<file path="src/rtl/exc_entry_pkg.sv">
// Shared class encoding, register field positions and decoded entry kind.
package exc_entry_pkg;

    typedef enum logic [2:0] {
        CLS_GENERAL  = 3'd0,
        CLS_EXT_INT  = 3'd1,
        CLS_DBG_STEP = 3'd2,
        CLS_DBG_INT  = 3'd3,
        CLS_RESET    = 3'd4
    } exc_class_e;

    typedef enum logic [1:0] {
        VSEL_GENERAL = 2'd0,
        VSEL_DEBUG   = 2'd1,
        VSEL_RESET   = 2'd2
    } vec_sel_e;

    typedef struct packed {
        logic       take_general;
        logic       take_debug;
        logic       take_reset;
        logic       dbg_step;
        logic       dbg_int;
        logic [4:0] code;
    } entry_kind_t;

    localparam int CAUSE_BD_BIT   = 31;
    localparam int CAUSE_CODE_LSB = 2;
    localparam int CODE_W         = 5;
    localparam int STATUS_EXL_BIT = 1;
    localparam int STATUS_KSU_LSB = 3;
    localparam int KSU_W          = 2;

endpackage

</file>
<file path="src/rtl/exc_classify.sv">
// Decodes the raw entry class into one entry kind.
// Assumes: class values 5..7 are meaningless and decode to no action.
// An external interrupt in debug mode becomes a debug interrupt.
module exc_classify
    import exc_entry_pkg::*;
(
    input  logic [2:0]  entry_class,
    input  logic [4:0]  entry_code,
    input  logic        debug_mode,
    output entry_kind_t kind
);

    // Map class and debug mode onto the action flags.
    always_comb begin
        kind = '0;
        case (entry_class)
            CLS_GENERAL: begin
                kind.take_general = 1'b1;
                kind.code         = entry_code;
            end
            CLS_EXT_INT: begin
                if (debug_mode) begin
                    kind.take_debug = 1'b1;
                    kind.dbg_int    = 1'b1;
                end else begin
                    kind.take_general = 1'b1;
                    kind.code         = '0;
                end
            end
            CLS_DBG_STEP: begin
                kind.take_debug = 1'b1;
                kind.dbg_step   = 1'b1;
            end
            CLS_DBG_INT: begin
                kind.take_debug = 1'b1;
                kind.dbg_int    = 1'b1;
            end
            CLS_RESET: kind.take_reset = 1'b1;
            default:   kind = '0;
        endcase
    end

endmodule

</file>
<file path="src/rtl/exc_state_regs.sv">
// Holds EPC, Cause, Status and the sticky debug flags.
// All of them update on the edge that samples the entry strobe.
// Assumes: the decoded kind is one-hot or empty.
module exc_state_regs
    import exc_entry_pkg::*;
#(
    parameter int          XLEN       = 32,
    parameter logic [31:0] STATUS_RST = 32'h0000_0010,
    parameter int          INSN_BYTES = 4
) (
    input  logic            clk,
    input  logic            rst_n,
    input  logic            entry_valid,
    input  entry_kind_t     kind,
    input  logic [XLEN-1:0] fault_pc,
    input  logic            in_delay_slot,
    output logic [XLEN-1:0] epc_q,
    output logic [XLEN-1:0] cause_q,
    output logic [XLEN-1:0] status_q,
    output logic [1:0]      dbg_flags
);

    localparam logic [XLEN-1:0] INSN_STEP = XLEN'(INSN_BYTES);

    logic [XLEN-1:0] resume_pc;
    logic            at_exl;

    // Resume address backs up one instruction for a delay-slot fault.
    always_comb resume_pc = in_delay_slot ? (fault_pc - INSN_STEP) : fault_pc;
    always_comb at_exl = status_q[STATUS_EXL_BIT];

    // EPC and the Cause delay bit are captured only outside exception level.
    always_ff @(posedge clk) begin
        if (!rst_n) begin
            epc_q <= '0;
            cause_q <= '0;
        end else if (entry_valid && kind.take_general) begin
            if (!at_exl) begin
                epc_q                 <= resume_pc;
                cause_q[CAUSE_BD_BIT] <= in_delay_slot;
            end
            cause_q[CAUSE_CODE_LSB +: CODE_W] <= kind.code;
        end
    end

    // Status: exception level and kernel mode on general entry, kernel mode on reset entry.
    always_ff @(posedge clk) begin
        if (!rst_n) begin
            status_q <= XLEN'(STATUS_RST);
        end else if (entry_valid && (kind.take_general || kind.take_reset)) begin
            status_q[STATUS_KSU_LSB +: KSU_W] <= '0;
            if (kind.take_general) status_q[STATUS_EXL_BIT] <= 1'b1;
        end
    end

    // Sticky debug cause flags.
    always_ff @(posedge clk) begin
        if (!rst_n) begin
            dbg_flags <= '0;
        end else if (entry_valid && kind.take_debug) begin
            dbg_flags <= dbg_flags | {kind.dbg_int, kind.dbg_step};
        end
    end

    a_r2_epc_capture: assert property (@(posedge clk) disable iff (!rst_n)
        (entry_valid && kind.take_general && !at_exl) |=>
            (epc_q == ($past(in_delay_slot) ? $past(fault_pc) - INSN_STEP : $past(fault_pc)))
            && (cause_q[CAUSE_BD_BIT] == $past(in_delay_slot)));

    a_r3_epc_held: assert property (@(posedge clk) disable iff (!rst_n)
        (entry_valid && kind.take_general && at_exl) |=>
            $stable(epc_q) && $stable(cause_q[CAUSE_BD_BIT]));

    a_r5_status_kernel: assert property (@(posedge clk) disable iff (!rst_n)
        (entry_valid && kind.take_general) |=>
            status_q[STATUS_EXL_BIT] && (status_q[STATUS_KSU_LSB +: KSU_W] == '0));

    a_r10_idle_stable: assert property (@(posedge clk) disable iff (!rst_n)
        (!entry_valid || (kind == '0)) |=>
            $stable(epc_q) && $stable(cause_q) && $stable(status_q) && $stable(dbg_flags));

endmodule

</file>
<file path="src/rtl/exc_vector_gen.sv">
// Picks the handler address and presents it one cycle after the entry edge.
// Assumes: at most one entry per cycle; a new entry replaces a pending one.
module exc_vector_gen
    import exc_entry_pkg::*;
#(
    parameter int          XLEN      = 32,
    parameter logic [31:0] RESET_VEC = 32'hBFC0_0000,
    parameter logic [31:0] DEBUG_VEC = 32'hBFC0_0480,
    parameter logic [31:0] GEN_BASE  = 32'h8000_0000,
    parameter logic [31:0] GEN_OFS   = 32'h0000_0180
) (
    input  logic            clk,
    input  logic            rst_n,
    input  logic            entry_valid,
    input  entry_kind_t     kind,
    output logic            redirect_valid,
    output logic [XLEN-1:0] redirect_pc
);

    localparam logic [XLEN-1:0] GEN_VEC = XLEN'(GEN_BASE + GEN_OFS);

    logic     take_any;
    logic     pend_valid;
    vec_sel_e pend_sel;
    vec_sel_e now_sel;
    logic [XLEN-1:0] vec_addr;

    // Any accepted entry produces a redirect.
    always_comb take_any = entry_valid && (kind.take_general || kind.take_debug || kind.take_reset);

    // Vector selector for the entry seen this cycle.
    always_comb begin
        if (kind.take_reset)      now_sel = VSEL_RESET;
        else if (kind.take_debug) now_sel = VSEL_DEBUG;
        else                      now_sel = VSEL_GENERAL;
    end

    // First stage: remember which vector the entry needs.
    always_ff @(posedge clk) begin
        if (!rst_n) begin
            pend_valid <= 1'b0;
            pend_sel   <= VSEL_GENERAL;
        end else begin
            pend_valid <= take_any;
            if (take_any) pend_sel <= now_sel;
        end
    end

    // Address lookup for the pending selector.
    always_comb begin
        case (pend_sel)
            VSEL_RESET: vec_addr = XLEN'(RESET_VEC);
            VSEL_DEBUG: vec_addr = XLEN'(DEBUG_VEC);
            default:    vec_addr = GEN_VEC;
        endcase
    end

    // Second stage: drive the redirect pulse and address.
    always_ff @(posedge clk) begin
        if (!rst_n) begin
            redirect_valid <= 1'b0;
            redirect_pc    <= '0;
        end else begin
            redirect_valid <= pend_valid;
            if (pend_valid) redirect_pc <= vec_addr;
        end
    end

    a_r1_redirect_due: assert property (@(posedge clk) disable iff (!rst_n)
        take_any |=> ##1 redirect_valid);

    a_r10_no_spurious: assert property (@(posedge clk) disable iff (!rst_n)
        (!take_any) |=> ##1 !redirect_valid);

endmodule

</file>
<file path="src/rtl/exc_entry_ctrl.sv">
// Top level: decodes the entry, updates exception state and emits the handler PC.
// Assumes: the core holds entry_valid for one cycle per exception taken.
module exc_entry_ctrl
    import exc_entry_pkg::*;
#(
    parameter int          XLEN       = 32,
    parameter logic [31:0] STATUS_RST = 32'h0000_0010,
    parameter logic [31:0] RESET_VEC  = 32'hBFC0_0000,
    parameter logic [31:0] DEBUG_VEC  = 32'hBFC0_0480,
    parameter logic [31:0] GEN_BASE   = 32'h8000_0000,
    parameter logic [31:0] GEN_OFS    = 32'h0000_0180
) (
    input  logic            clk,
    input  logic            rst_n,
    input  logic            entry_valid,
    input  logic [2:0]      entry_class,
    input  logic [4:0]      entry_code,
    input  logic [XLEN-1:0] fault_pc,
    input  logic            in_delay_slot,
    input  logic            debug_mode,
    output logic [XLEN-1:0] epc_q,
    output logic [XLEN-1:0] cause_q,
    output logic [XLEN-1:0] status_q,
    output logic [1:0]      dbg_flags,
    output logic            redirect_valid,
    output logic [XLEN-1:0] redirect_pc
);

    entry_kind_t kind;

    exc_classify u_classify (
        .entry_class (entry_class),
        .entry_code  (entry_code),
        .debug_mode  (debug_mode),
        .kind        (kind)
    );

    exc_state_regs #(
        .XLEN       (XLEN),
        .STATUS_RST (STATUS_RST),
        .INSN_BYTES (4)
    ) u_regs (
        .clk           (clk),
        .rst_n         (rst_n),
        .entry_valid   (entry_valid),
        .kind          (kind),
        .fault_pc      (fault_pc),
        .in_delay_slot (in_delay_slot),
        .epc_q         (epc_q),
        .cause_q       (cause_q),
        .status_q      (status_q),
        .dbg_flags     (dbg_flags)
    );

    exc_vector_gen #(
        .XLEN      (XLEN),
        .RESET_VEC (RESET_VEC),
        .DEBUG_VEC (DEBUG_VEC),
        .GEN_BASE  (GEN_BASE),
        .GEN_OFS   (GEN_OFS)
    ) u_vec (
        .clk            (clk),
        .rst_n          (rst_n),
        .entry_valid    (entry_valid),
        .kind           (kind),
        .redirect_valid (redirect_valid),
        .redirect_pc    (redirect_pc)
    );

    a_r7_debug_rewrite: assert property (@(posedge clk) disable iff (!rst_n)
        (entry_valid && (entry_class == 3'd1) && debug_mode) |=>
            dbg_flags[1] && $stable(status_q) && $stable(epc_q) && $stable(cause_q));

    a_r8_single_step: assert property (@(posedge clk) disable iff (!rst_n)
        (entry_valid && (entry_class == 3'd2)) |=> dbg_flags[0] && $stable(status_q));

    a_r9_reset_entry: assert property (@(posedge clk) disable iff (!rst_n)
        (entry_valid && (entry_class == 3'd4)) |=> ##1 (redirect_pc == RESET_VEC));

endmodule

</file>
<file path="config.mk">
export PLATFORM = sky130hd
export DESIGN_NAME = exc_entry_ctrl
export DESIGN_NICKNAME = d
export VERILOG_FILES = /design/src/rtl/exc_entry_pkg.sv /design/src/rtl/exc_classify.sv /design/src/rtl/exc_state_regs.sv /design/src/rtl/exc_vector_gen.sv /design/src/rtl/exc_entry_ctrl.sv
export SDC_FILE = /design/constraint.sdc
export NUM_CORES = 1
export LEC_CHECK = 0
export ABC_CLOCK_PERIOD_IN_PS = 2150
export BUFFER_PORTS_ARGS = -buffer_cell sky130_fd_sc_hd__buf_2
export CAP_MARGIN = 10
export CORE_UTILIZATION = 44
export DETAILED_ROUTE_END_ITERATION = 7
export PLACE_DENSITY = 0.92
export SYNTH_ARGS = -nofsm -noshare
export SYNTH_HDL_FRONTEND = slang
export SYNTH_SLANG_ARGS = --single-unit
</file>
<file path="constraint.sdc">
create_clock -name clk -period 2.15 [get_ports clk]
set_input_delay 0.1075 -clock clk [delete_from_list [all_inputs] [get_ports clk]]
set_output_delay 0.1075 -clock clk [all_outputs]
set_load 0.1 [all_outputs]
</file>
==> results of run 1 <==
[worst paths after layout]
path | from | endpoint | slack [ps] | depth (start not counted)
worst max register to register | u_regs.status_q[1] | u_regs.epc_q[3] | 990 | 4
worst max-delay path | fault_pc[10] | u_regs.epc_q[28] | 410 | 6
worst min-delay path | fault_pc[0] | u_regs.epc_q[0] | 70 | 3
worst min register to register | u_regs.status_q[4] | u_regs.status_q[4] | 450 | 2
[cells in the mapped netlist, drive strengths merged, types with 2 or more instances]
master	instances	area share, %
o21ai	24	4.0
nand4	3	0.62
o21a	3	0.75
a21oi	20	3.3
dfxtp	51	34
buf	85	21
xnor2	16	4.6
nor3	9	1.9
or4	5	1.2
nor2	13	1.6
o211a	10	3.3
ha	3	1.2
a31oi	2	0.41
mux2i	6	2.0
nand3	5	1.0
clkbuf	13	1.6
or3	4	1.0
xor2	11	3.2
nor4b	3	0.87
inv	8	1.0
and2	2	0.41
nor2b	10	2.1
nand2	20	2.5
and3	2	0.41
nor4	6	1.5
a22oi	5	1.2
[cells by family after synthesis]
kind of cell | count (synthesis) | synth area share (%)
adder cells (fa/ha/maj) | 3 | 1.244
multiplexers | 6 | 1.991
AO/OA/AOI/OAI | 68 | 14.02
buffers and inverters | 106 | 23.60
flip-flops | 51 | 33.84
AND/OR/NAND/NOR | 90 | 17.34
other | 1 | 0.1243
XOR/XNOR | 27 | 7.839
[layer usage]
| layer | vias up | routed length, microns | GRT usage (%) | share of wire (%) |
|---|---|---|---|---|
| li1 | 1214 | - | - | - |
| met1 | 1151 | 2651 | 20.01 | 41 |
| met2 | 128 | 3283 | 32.74 | 51 |
| met3 | 6 | 457 | 4.425 | 7.1 |
| met4 | 0 | 40 | 3.852 | 0.62 |
| met5 | - | 0 | 0 | 0 |
[per-stage QoR]
step | power [mW] | cells
3_3_place_gp | 2.150 | 510
4_1_cts | 2.955 | 518
5_1_grt | 3.025 | 518
6_report | 2.931 | 518
3_5_place_dp | 2.161 | 510
2_1_floorplan | 2.136 | 427
[power by group]
part	total, mW	switching [mW]	internal (mW)	leakage [nW]
clock	0.789	0.325	0.464	0.0644
sequential	1.01	0.0225	0.986	0.416
combinational	1.13	1.01	0.122	1.22
[critical path: cells and delay by family]
family,cells,cell delay (ps)
compound gates,1,80
xor+xnor,1,160
buf+inv,1,130
simple gates,3,1450
[state kept, by name, indices dropped and copies added, names as in the netlist]
| register | count |
|---|---|
| u_regs.status_q | 2 |
| u_vec.pend_valid | 1 |
| u_vec.redirect_valid | 1 |
| u_regs.dbg_flags | 2 |
| u_vec.pend_sel | 2 |
| u_vec.redirect_pc | 5 |
| u_regs.cause_q | 6 |
| u_regs.epc_q | 32 |
[area by class of cell]
class                      instances  area, sq um
sequential                        51         1021
inverter                           8        30.03
clock buffer                       5        68.82
clock inverter                     3        67.56
timing repair buffer             104        545.5
multi-input combinational        270         1573
fill                             630         3093
tap                               77        96.34
==> results summary, run 1 <==
The die covers 0.007191 sq mm. The mean area per synthesized cell is between 8 and 9 sq um. The core region area came out at ~0.0065 sq mm.

The number of nets in the final layout came out at slightly below 500. The remaining max-slew budget at the tightest pin is between 40% and 50%. The gate count after technology mapping is 352. Clock-pin slew was measured on the worst setup and hold paths at roughly 90 ps. The transition at the pin with the smallest max-transition slack is just under 800 ps. The prevailing post-synth register cell is dfxtp_1. The post-detailed-route count of antenna-violating nets came out at 0. The max-cap violation count is 0. In this run the worst hold path is classified as in2reg. The via count of the first global-routing pass is 2231. The post-cts gate resize count came out at 0. The latest clock arrival within the worst-skew pair came out at around 300 ps. The number of buffers on the longest clock path is 2. The post-synthesis sequential element count is between 50 and 60. The pin count of the biggest net entering global routing is 64. The number of pins exceeding their max-slew limit in the final report is 0. In the layout the commonest cells are buf_2 (99), conb_1 (76), dfxtp_1 (51), o21ai_0 (24). The final worst setup slack is about 410 ps. The number of antenna violations at the first check in global routing came to 0. The area growth from synthesis to layout came out at 12.77%.

The first global-routing pass estimated 10.18 mm of wire. 0 antenna diodes ended up in the layout. The total half-perimeter wirelength after legalization and detailed placement is slightly below 5 mm. For the worst setup path, the data arrival time is between 1500 and 2000 ps. The average detailed-routed wire length per instance is between 10 and 15 microns. The CTS sink count came out at between 50 and 60. CTS built an H-tree with a depth of 2. The number of hold-slack violations in the final timing report came out at 0. Setup repair after global routing left no endpoint under its margin. Summing every instance area after synthesis gives just over 0.003 sq mm. Among all stages on the critical path, the largest delay is contributed by or4_1. In this run the worst path has a maximum fanout of 9.

The data required time of the worst path is 2340 ps. The standard-cell row count is 29. For this configuration, the core starts out at a cell density of 46.45%.

The die boundary width came out at between 80 and 90 microns. The number of synthesis warnings came out at 0. Counting I/O delays and the setup requirement, the final critical path takes 1736 ps. The all-layer global routing usage is between 10% and 20%. The leakage power of the design is about 1.7 nW.

The flow ran to the end, but the final reports show violations. The aggregate routed wire length is between 6 and 7 mm. STA classifies the critical path startpoint as an input pin. The height of the chip is approximately 85 microns.

The kind of capture point of the worst setup path is a flop. Buffers placed on the I/O ports in this run total 99. The largest incremental delay on the critical path is 610 ps. Hold is met by ~73 ps. 176 I/O pins were placed. The clock tree from TritonCTS is yes. Counting flops with an async set or reset pin after synthesis yields a share of 0%.

The setup slack after placement is between 80 and 90 ps. The ratio of total power to cell area came out at about 860 mW/mm^2. The share of the core filled with cells came out at 52.38%. In this run the cell area measured after placement is 0.003266 sq mm. Setup violations remaining at the end of the flow were counted as 0. Dividing the detail-routed via count by the number of cells gives ~4.8. Yosys mapped the design onto 44 distinct sky130hd cell types. At the end of routability-driven placement, the weighted congestion stood at around 0.84. Of the synthesized area, sequential elements account for about a third.

The total global routing overflow is 0. The final reports fail on design-rule violations. Summing all non-filler instances in the final layout gives an area of around 0.0034 sq mm. The number of buffers inserted during clock tree synthesis came out at 5. The worst ir drop on vdd came out at 0.3471 mV. The initial DRC count is about 110. The critical path goes through buf_2 > or3_4 > or4_1 > nor4b_1 > xnor2_1 > a21oi_1.

The tree is rooted in a clkbuf_8. Yosys mapped a number of flops with a built-in enable equal to 0. The number of remaining DRC errors came out at 15. The share of post-route cells with drive strength above 1 is a little over a quarter. The highest achievable clock rate is between 500 and 600 MHz.

The final period utilization came out at a little over 80%. After routing, the total negative slack on setup checks comes to 0 ps. On the final layout, the worst clock skew is roughly 10 ps. The library cell used most frequently in the layout, excluding fill and tap cells, is buf_2. The detailed-route via count came out at about 2500. By startpoint and endpoint, the worst setup path is classified as in2reg. Buffers added to address setup during post-CTS repair amount to 0. The iteration count of the initial detailed-routing pass is 8. The number of hold buffers added after cts is 0.
Note: power is estimated with default switching activity, not from simulation.
==> run 2: changes to the inputs <==
ABC_CLOCK_PERIOD_IN_PS = 1800   (was 2150)
clock period = 1.8 ns   (was 2.15 ns; I/O delays follow)
==> run 2 against run 1 <==
The run still ends with design-rule violations left. Critical endpoint is now u_regs.epc_q[31]. Routed wire length increased by 2.2%. Highest routed layer unchanged. Hold slack worse by 17 ps. Flip-flop and latch count unchanged.
==> results summary, run 2 (synthesis gave the netlist of run 1 again) <==
The core region area came out at 0.006495 sq mm (unchanged). The final critical delay including setup and external delays came out at 1656 ps. Setup repair after global routing missed its margin: no (unchanged).

The number of hold-slack violations in the final timing report came out at 0 (unchanged). The CTS sink count came out at 51 (unchanged). The class of the most critical hold timing path is in2reg (unchanged). The average detailed-routed wire length per instance came out at 12.31 microns (was 12.42 microns). The number of buffers inserted during clock tree synthesis came to 5 (unchanged).

The post-detailed-route count of antenna-violating nets is 0 (unchanged). The final worst setup slack is 143.7 ps (was 414.0 ps). The element type at the critical path start is an input pin (unchanged). The overall power consumption is 3.283 mW (was 2.931 mW). The ratio of total power to cell area came out at 938.4 mW/mm^2 (was 861.4 mW/mm^2). The CTS H-tree depth came out at 2 (unchanged).

The post-CTS setup buffer count came to 0 (unchanged). The I/O pin count is 176 (unchanged). The wire length of the first global-routing pass came out at 10.25 mm (was 10.18 mm). The type of the worst setup path is in2reg (unchanged). The area growth from synthesis to layout came to 15.97% (was 12.77%).

The detailed-route via count came out at 2588 (was 2499). The data required time of the worst path came out at 2030 ps (was 2340 ps). The share of post-route cells with drive strength above 1 was 29.54% (was 26.76%).

Largest registers in the final layout: u_regs.epc_q (32), u_regs.cause_q (6), u_vec.redirect_pc (5) (unchanged). The largest fanout on the critical path is 3 (was 9). Most frequent cells in the layout: buf_2 (99), conb_1 (76), dfxtp_1 (50), o21ai_0 (24) (was buf_2 (99), conb_1 (76), dfxtp_1 (51), o21ai_0 (24)). The number of hold buffers added after cts was 0 (unchanged). The iteration count of the initial detailed-routing pass came to 8 (unchanged). The number of remaining DRC errors came out at 15 (unchanged). The total half-perimeter wirelength after legalization and detailed placement is 5.048 mm (was 4.802 mm).

The via count of the first global-routing pass is 2255 (was 2231). The clock tree from TritonCTS was yes (unchanged). Failing checks: design-rule violations (unchanged). The leakage power of the design is 1.757 nW (was 1.695 nW).

The worst ir drop on vdd came out at 0.4442 mV (was 0.3471 mV). The terminus of the critical flop-to-flop path is u_regs.epc_q[31] (was u_regs.epc_q[3]). The pin count of the biggest net entering global routing came to 46 (was 64). The all-layer global routing usage is 17.60% (was 17.52%). The clock root buffer is clkbuf_8 (unchanged). The max-cap violation count is 0 (unchanged). The worst-case reg-to-reg path depth is 4 (unchanged).

The initial DRC count came out at 130 (was 106). The total global routing overflow came out at 0 (unchanged). The terminating pin of the worst hold path is u_regs.epc_q[0] (unchanged). The number of pins exceeding their max-slew limit in the final report is 0 (unchanged). The worst hold path stage count was 3 (unchanged). The number of flip-flops in the largest register came out at 32 (unchanged). Outcome: complete, but fails checks (unchanged). The highest achievable clock rate came out at between 600 and 700 MHz. The weighted congestion at the end of routability-driven global placement is 0.8747 (was 0.8357). The standard-cell row count came out at 29 (unchanged). The clock slew at the register clock pins of the worst setup and hold paths came out at 90 ps (about the same).

The die footprint is 0.007191 sq mm (unchanged). The via density per instance came out at 4.846 (was 4.824). The die boundary width came out at 84.80 microns (unchanged).

The startpoint of the tightest hold check path is fault_pc[0] (unchanged). The critical path arrival is 1880 ps (was 1920 ps). The register-to-register setup slack came out at 700 ps (was 990 ps). The latest clock arrival within the worst-skew pair came out at 300 ps (about the same). The startpoint of the worst register-to-register path is u_regs.status_q[1] (unchanged). The largest register by flop count is u_regs.epc_q (unchanged). The number of nets in the final layout was 504 (was 488). The effective utilization at floorplan came out at 46.45% (unchanged). The post-cts gate resize count is 0 (unchanged).

The worst clock skew came out at 4.070 ps (was 10.43 ps). The transition at the pin with the smallest max-transition slack came out at 699.7 ps (was 772.0 ps). The height of the chip is 84.80 microns (unchanged).

The leading cell type in the layout, fill and taps excluded was buf_2 (unchanged). The number of diodes added for antenna fixing came out at 0 (unchanged). The count of endpoints failing setup in the final report is 0 (unchanged). The aggregate routed wire length came out at 6.572 mm (was 6.432 mm). The remaining max-slew budget at the tightest pin is 53.36% (was 48.53%).

The number of antenna violations at the first check in global routing came to 0 (unchanged). The number of buffers on the longest clock path is 2 (unchanged). The setup slack after placement came out at -173.0 ps (was 81.10 ps). The count of input and output buffers came out at 99 (unchanged). The kind of capture point of the worst setup path is a flop (unchanged).

Dividing the final minimum period by the clock period gives 92.02%.
run 2: cell type report:
type	count	area [sq um]
clock buffer	6	82.58
clock inverter	2	16.27
fill	596	2997
inverter	8	30.03
multi-input combinational	270	1573
sequential	51	1022
tap	77	96.34
timing repair buffer	120	678.2
run 2: report_power, final:
group	internal (mW)	switching, mW	total, mW
clock network	0.315	0.388	0.702
logic	0.162	1.21	1.38
registers	1.18	0.0271	1.20
total	1.65	1.63	3.28
run 2: worst max-delay path by stage:
stage | slack, ps | end | startpoint | cells after the start
2_1_floorplan | 10 | u_regs.epc_q[31] | fault_pc[26] | 4
3_3_place_gp | -110 | u_regs.epc_q[28] | fault_pc[10] | 7
3_5_place_dp | -170 | u_regs.epc_q[28] | fault_pc[10] | 7
4_1_cts | 160 | u_regs.epc_q[28] | fault_pc[10] | 7
5_1_grt | 60 | u_regs.epc_q[26] | fault_pc[10] | 7
6_report | 140 | u_regs.epc_q[31] | fault_pc[26] | 5
run 2: metrics by stage:
stage / hold slack [ps] / util, % / instances / TNS [ps] / area (sq um)
after floorplan: 235.9 / - / 427 / 0 / 3299
after global placement: 353.7 / 52.34 / 526 / -526.6 / 3400
after detailed placement: 365.2 / 52.34 / 526 / -952.3 / 3400
after CTS: 47.11 / 53.86 / 534 / 0 / 3498
after global routing: 56.05 / 53.86 / 534 / 0 / 3498
final: 55.45 / 53.86 / 534 / 0 / 3498
run 2: critical path, stage by stage:
cell and delay, ps:
buf_2 110, or4_1 550, or4_1 460, or4_1 490
a31oi_1 180
run 2: layer usage:
metal  vias to the layer above  global-route usage [%]  part of all wire [%]
li1                       1255                       -                     -
met1                      1199                   19.88                    41
met2                       129                   33.26                    51
met3                         5                   3.933                   7.4
met4                         0                   4.468                  0.47
met5                         -                       0                     0
